<file path="config.mk">
export PLATFORM = sky130hd
export DESIGN_NAME = vt_dff_emu
export DESIGN_NICKNAME = d
export VERILOG_FILES = /design/src/rtl/vt_pkg.sv /design/src/rtl/vt_period_gen.sv /design/src/rtl/vt_c2q_delay.sv /design/src/rtl/vt_dff_emu.sv
export SDC_FILE = /design/constraint.sdc
export NUM_CORES = 1
export LEC_CHECK = 0
export BUFFER_PORTS_ARGS = -buffer_cell sky130_fd_sc_hd__clkbuf_2
export CORE_MARGIN = 2
export CORE_UTILIZATION = 50
export CTS_CLUSTER_DIAMETER = 80
export DETAILED_ROUTE_END_ITERATION = 12
export PLACE_DENSITY = 0.75
export SYNTH_ARGS = -nofsm -noshare
export SYNTH_HDL_FRONTEND = slang
export SYNTH_SLANG_ARGS = --single-unit
</file>
<file path="constraint.sdc">
create_clock -name clk -period 1.9 [get_ports clk]
set_input_delay 0.095 -clock clk [delete_from_list [all_inputs] [get_ports clk]]
set_output_delay 0.095 -clock clk [all_outputs]
set_load 0.05 [all_outputs]
</file>
<file path="src/rtl/vt_pkg.sv">
package vt_pkg;
  typedef enum logic {
    SLOT_IDLE  = 1'b0,
    SLOT_ARMED = 1'b1
  } slot_e;
endpackage

</file>
<file path="src/rtl/vt_period_gen.sv">
module vt_period_gen #(
  parameter int TU_W = 8
) (
  input  logic            clk,
  input  logic            rst,
  input  logic [TU_W-1:0] period_tu,
  output logic            emu_clk,
  output logic            rise_tick
);
  logic [TU_W-1:0] phase;
  logic [TU_W-1:0] high_len;
  logic            at_end;

  assign high_len  = period_tu >> 1;
  assign at_end    = (phase >= period_tu - 1'b1);
  assign rise_tick = !rst && (phase == '0);

  always_ff @(posedge clk) begin
    if (rst) begin
      phase   <= '0;
      emu_clk <= 1'b0;
    end else begin
      phase   <= at_end ? '0 : phase + 1'b1;
      emu_clk <= (phase < high_len);
    end
  end

  // reset forces the emulated clock low
  a_r1_clk_reset: assert property (@(posedge clk) rst |=> !emu_clk);
  // the phase counter returns to zero after the last TU of a period
  a_r2_wrap: assert property (@(posedge clk) disable iff (rst)
    at_end |=> (phase == '0));
  // the start of a period raises the emulated clock
  a_r3_rise_start: assert property (@(posedge clk) disable iff (rst)
    rise_tick |=> emu_clk);
endmodule

</file>
<file path="src/rtl/vt_c2q_delay.sv">
module vt_c2q_delay
  import vt_pkg::*;
#(
  parameter int TU_W   = 8,
  parameter int DATA_W = 8
) (
  input  logic              clk,
  input  logic              rst,
  input  logic              capture,
  input  logic [TU_W-1:0]   c2q_tu,
  input  logic [DATA_W-1:0] d_in,
  output logic [DATA_W-1:0] q_out
);
  slot_e             slot;
  logic [TU_W-1:0]   remain;
  logic [DATA_W-1:0] held;
  logic              release_now;

  assign release_now = (slot == SLOT_ARMED) && (remain == {{(TU_W-1){1'b0}}, 1'b1});

  always_ff @(posedge clk) begin
    if (rst) begin
      slot   <= SLOT_IDLE;
      remain <= '0;
      held   <= '0;
      q_out  <= '0;
    end else if (capture) begin
      if (c2q_tu == '0) begin
        q_out <= d_in;
        slot  <= SLOT_IDLE;
      end else begin
        held   <= d_in;
        remain <= c2q_tu;
        slot   <= SLOT_ARMED;
      end
    end else if (release_now) begin
      q_out <= held;
      slot  <= SLOT_IDLE;
    end else if (slot == SLOT_ARMED) begin
      remain <= remain - 1'b1;
    end
  end

  // reset clears the flip-flop output
  a_r1_q_reset: assert property (@(posedge clk) rst |=> (q_out == '0));
  // zero delay shows the sampled word on the capture edge
  a_r5_zero_delay: assert property (@(posedge clk) disable iff (rst)
    (capture && c2q_tu == '0) |=> (q_out == $past(d_in)));
  // a nonzero delay arms the slot
  a_r5_arm: assert property (@(posedge clk) disable iff (rst)
    (capture && c2q_tu != '0) |=> (slot == SLOT_ARMED));
  // with no capture and no release the output holds
  a_r6_hold: assert property (@(posedge clk) disable iff (rst)
    (!capture && !release_now) |=> $stable(q_out));
endmodule

</file>
<file path="src/rtl/vt_dff_emu.sv">
module vt_dff_emu #(
  parameter int TU_W   = 8,
  parameter int DATA_W = 8
) (
  input  logic              clk,
  input  logic              rst,
  input  logic [TU_W-1:0]   period_tu,
  input  logic [TU_W-1:0]   c2q_tu,
  input  logic [DATA_W-1:0] d_in,
  output logic              emu_clk,
  output logic [DATA_W-1:0] q_out
);
  logic rise_tick;

  vt_period_gen #(.TU_W(TU_W)) u_period (
    .clk       (clk),
    .rst       (rst),
    .period_tu (period_tu),
    .emu_clk   (emu_clk),
    .rise_tick (rise_tick)
  );

  vt_c2q_delay #(.TU_W(TU_W), .DATA_W(DATA_W)) u_delay (
    .clk     (clk),
    .rst     (rst),
    .capture (rise_tick),
    .c2q_tu  (c2q_tu),
    .d_in    (d_in),
    .q_out   (q_out)
  );

  // capture happens exactly when the emulated clock goes high
  a_r4_capture_on_rise: assert property (@(posedge clk) disable iff (rst)
    $rose(emu_clk) |-> $past(rise_tick));
endmodule

</file>
==> impl_metrics.yaml <==
status:
  violations: "negative setup slack"
  status: "finished, violations left"
floorplanning:
  initial_core_util: 0.512
  die_w_um: 67.3
  core-area_sq_um: 3910
  io_pins: 35
  die_h_um: 67.3
  die-area_sq_um: 4530
  row_count: 23
cells_and_area:
  nets: 348
  n_antenna_cell: 0
  areaGrowthSynthToFinish_pct: 26.8
  utilization: 0.649
  nFillCells: 349
  layout_commonest_cell: "nand2_1"
  seqCellArea_sq_um: 683
  multiInputGateArea_sq_um: 1280
  final_area_sq_um: 2540
  final_cell_mix: "44 x nand2_1, 34 x clkbuf_2, 32 x dfxtp_1"
  drive_gt1_frac: 0.294
timing:
  tightest_slew_ns: 0.547
  hold_viol: 0
  finalSetupViolCount: 15
  drv_slew: 0
  fin_crit_ns: 2.02
  max_slew_margin: 0.632
  fmax_mhz: 496
  rsz0062_at_grt: "yes"
  setup_tns_ns: -0.962
  fin_crit_sh: 1.06
  finClkSkew_ns: 0.00837
  setup_ws_ns: -0.117
cts:
  cts_buffers: 5
  htree_levels: 2
  path_clk_slew_ns: 0.07
  cts.sinks: 34
  clockBufferDepth: 2
  root_buffer: "clkbuf_8"
  clkLatencyLatePin_ns: 0.28
  cts_tree: "built"
min_path:
  hp-start: "d_in[7]"
  holdCritPathClass: "in2reg"
logic_synthesis:
  ys_ff_latch: 34
  syn_area_per_cell_sq_um: 8.12
  ys_types: 38
  synth_area_sq_um: 2000
  yosysSeqAreaShare: 0.340
  syn_nets: 292
  syn_inst: 247
  yosys_warnings: 0
flow_run:
  cap_viol_max_count: 0
drt:
  avgViaCountPerCell: 5.61
  drtIter0Drc: 122
  antenna_left: 0
  totalWireLength_um: 4790
  drcViolationCount: 0
  avgRoutedWirePerCell_um: 13.6
  vias: 1979
  dr.pass1.iters: 4
grt:
  grt_pass1_wl_um: 7880
  grt_pass1_vias: 1801
  overflow: 0
  grt_start_max_net_pins: 29
  grt_antenna_before_repair: 0
  track_usage: 0.229
worst_setup_path:
  path_cells: "inv_2 > ha_4 > or4b_4 > or2_4 > buf_6 > and3_4 > a221o_1 > a21oi_2"
  critPathSlowestCell: "or4b_4"
  path_delay_family: "simple AND/OR/NAND/NOR gates"
  cp.buffers_inverters: 2
  slowest_delay_ns: 0.48
  start_kind: "flip-flop"
  worstSetupEndpointType: "flip-flop"
  critPathLaunch: "u_period.phase[0]"
  ff2ff_setup_slack_ns: -0.12
  worst-endpoint-required_ns: 2.11
  cp.arrival_ns: 2.23
  crit_fanout: 5
  path_class: "reg2reg"
  rr_startpoint: "u_period.phase[0]"
placement:
  place_area_sq_um: 2390
  hpwlAfterDp_um: 3500
  gp_congestion: 0.780
  numPortBuffers: 34
power_and_ir_drop:
  p_leak_uw: 0.00111
  peakVddDrop_mv: 0.691
  p_total_uw: 1970
  p_per_area_nw_per_um2: 774
==> state kept, by name (all words and copies together), names as in the netlist <==
| register | cells |
|---|---|
| u_delay.held | 8 |
| u_delay.q_out | 8 |
| u_delay.remain | 8 |
| u_delay.slot | 1 |
| u_period.emu_clk | 1 |
| u_period.phase | 8 |
==> stage by stage <==
| stage | setup slack (ns) | instances | hold slack [ns] |
|---|---|---|---|
| global placement | -0.139 | 345 | 0.336 |
| CTS | -0.0974 | 353 | 0.0398 |
| floorplan | -0.116 | 247 | 0.231 |
| finish | -0.117 | 353 | 0.0432 |
| detailed placement | -0.227 | 345 | 0.340 |
| global route | -0.186 | 353 | 0.0569 |
==> where the power goes <==
group	total [uW]	switching (uW)	internal, uW
Clock	490	245	246
Sequential	830	54.0	776
Combinational	646	356	290
==> cell usage after synthesis <==
cell type  number  area share
a2111oi_0       1      0.0044
a211o_1         3       0.013
a211oi_1        5       0.019
a21boi_0        1      0.0037
a21o_1          2      0.0075
a21oi_1        14       0.035
a221o_1         1      0.0050
a221oi_1        2      0.0087
a311o_1         1      0.0050
a311oi_1        6       0.026
a311oi_2        2       0.015
a31o_2          2      0.0087
a31oi_1         2      0.0062
a41o_1          1      0.0050
and3_1          3      0.0094
and4_1          1      0.0044
buf_2           2      0.0050
buf_6           2       0.011
clkbuf_1        6       0.011
dfxtp_1        34        0.34
ha_1           19        0.12
inv_1          15       0.028
mux2i_4         1       0.011
nand2_1        44       0.082
nand2b_1        2      0.0062
nand3_1         8       0.020
nand3b_1        2      0.0075
nand4_1         4       0.012
nor2_1         31       0.058
nor3_1          2      0.0050
nor4_1          5       0.016
o21ai_0         5       0.012
o41ai_1         1      0.0044
or2_1           1      0.0031
or4_4           1      0.0056
or4b_1          1      0.0050
xnor2_1        11       0.048
xor2_1          3       0.013
==> area by class of cell <==
cell class	count	share of cell area
Clock buffer	5	0.0271
Clock inverter	2	0.00394
Inverter	15	0.0222
Multi-Input combinational cell	188	0.503
Sequential cell	34	0.269
Tap cell	50	0.0246
Timing Repair Buffer	59	0.150
==> tightest hold or removal path: cells and delay by family <==
| family | cells | cell delay (ns) |
|---|---|---|
| buffers and inverters | 1 | 0.09 |
| AND/OR/NAND/NOR | 1 | 0.05 |
| AO/OA/AOI/OAI | 1 | 0.05 |
==> kinds of logic (layout without fill, tap and decap cells) <==
logic type | after synthesis | in the layout | share of synthesized area
xor gates and xnor gates | 14 | 14 | 0.0612
muxes | 1 | 1 | 0.0112
and+or+nand+nor | 105 | 105 | 0.235
buffers and inverters | 25 | 81 | 0.0556
adders and majority gates | 19 | 19 | 0.119
DFF | 34 | 34 | 0.340
AOI/OAI and AO/OA | 49 | 49 | 0.179
==> repair_timing <==
item / in CTS / in global routing
buffers inserted: 1 / 0
hold buffers: 0 / 0
gates cloned: 0 / 0
endpoints found under the setup margin: 16 / 21
pin swaps: 5 / 4
gates resized for setup: 8 / 7
==> path summary, 6_finish.rpt <==
path,to,cells past startpoint
max,u_delay.remain[0],8
min,u_delay.held[7],3
max reg2reg,u_delay.remain[0],8
min reg2reg,u_delay.held[7],2
==> routing by layer <==
layer,wire length (um),part of all wire,global-route usage
met4,99,0.021,0.0893
met1,2080,0.43,0.277
met3,196,0.041,0.0517
met2,2420,0.50,0.392
met5,0,0,0
Note: power is estimated with default switching activity, not from simulation.
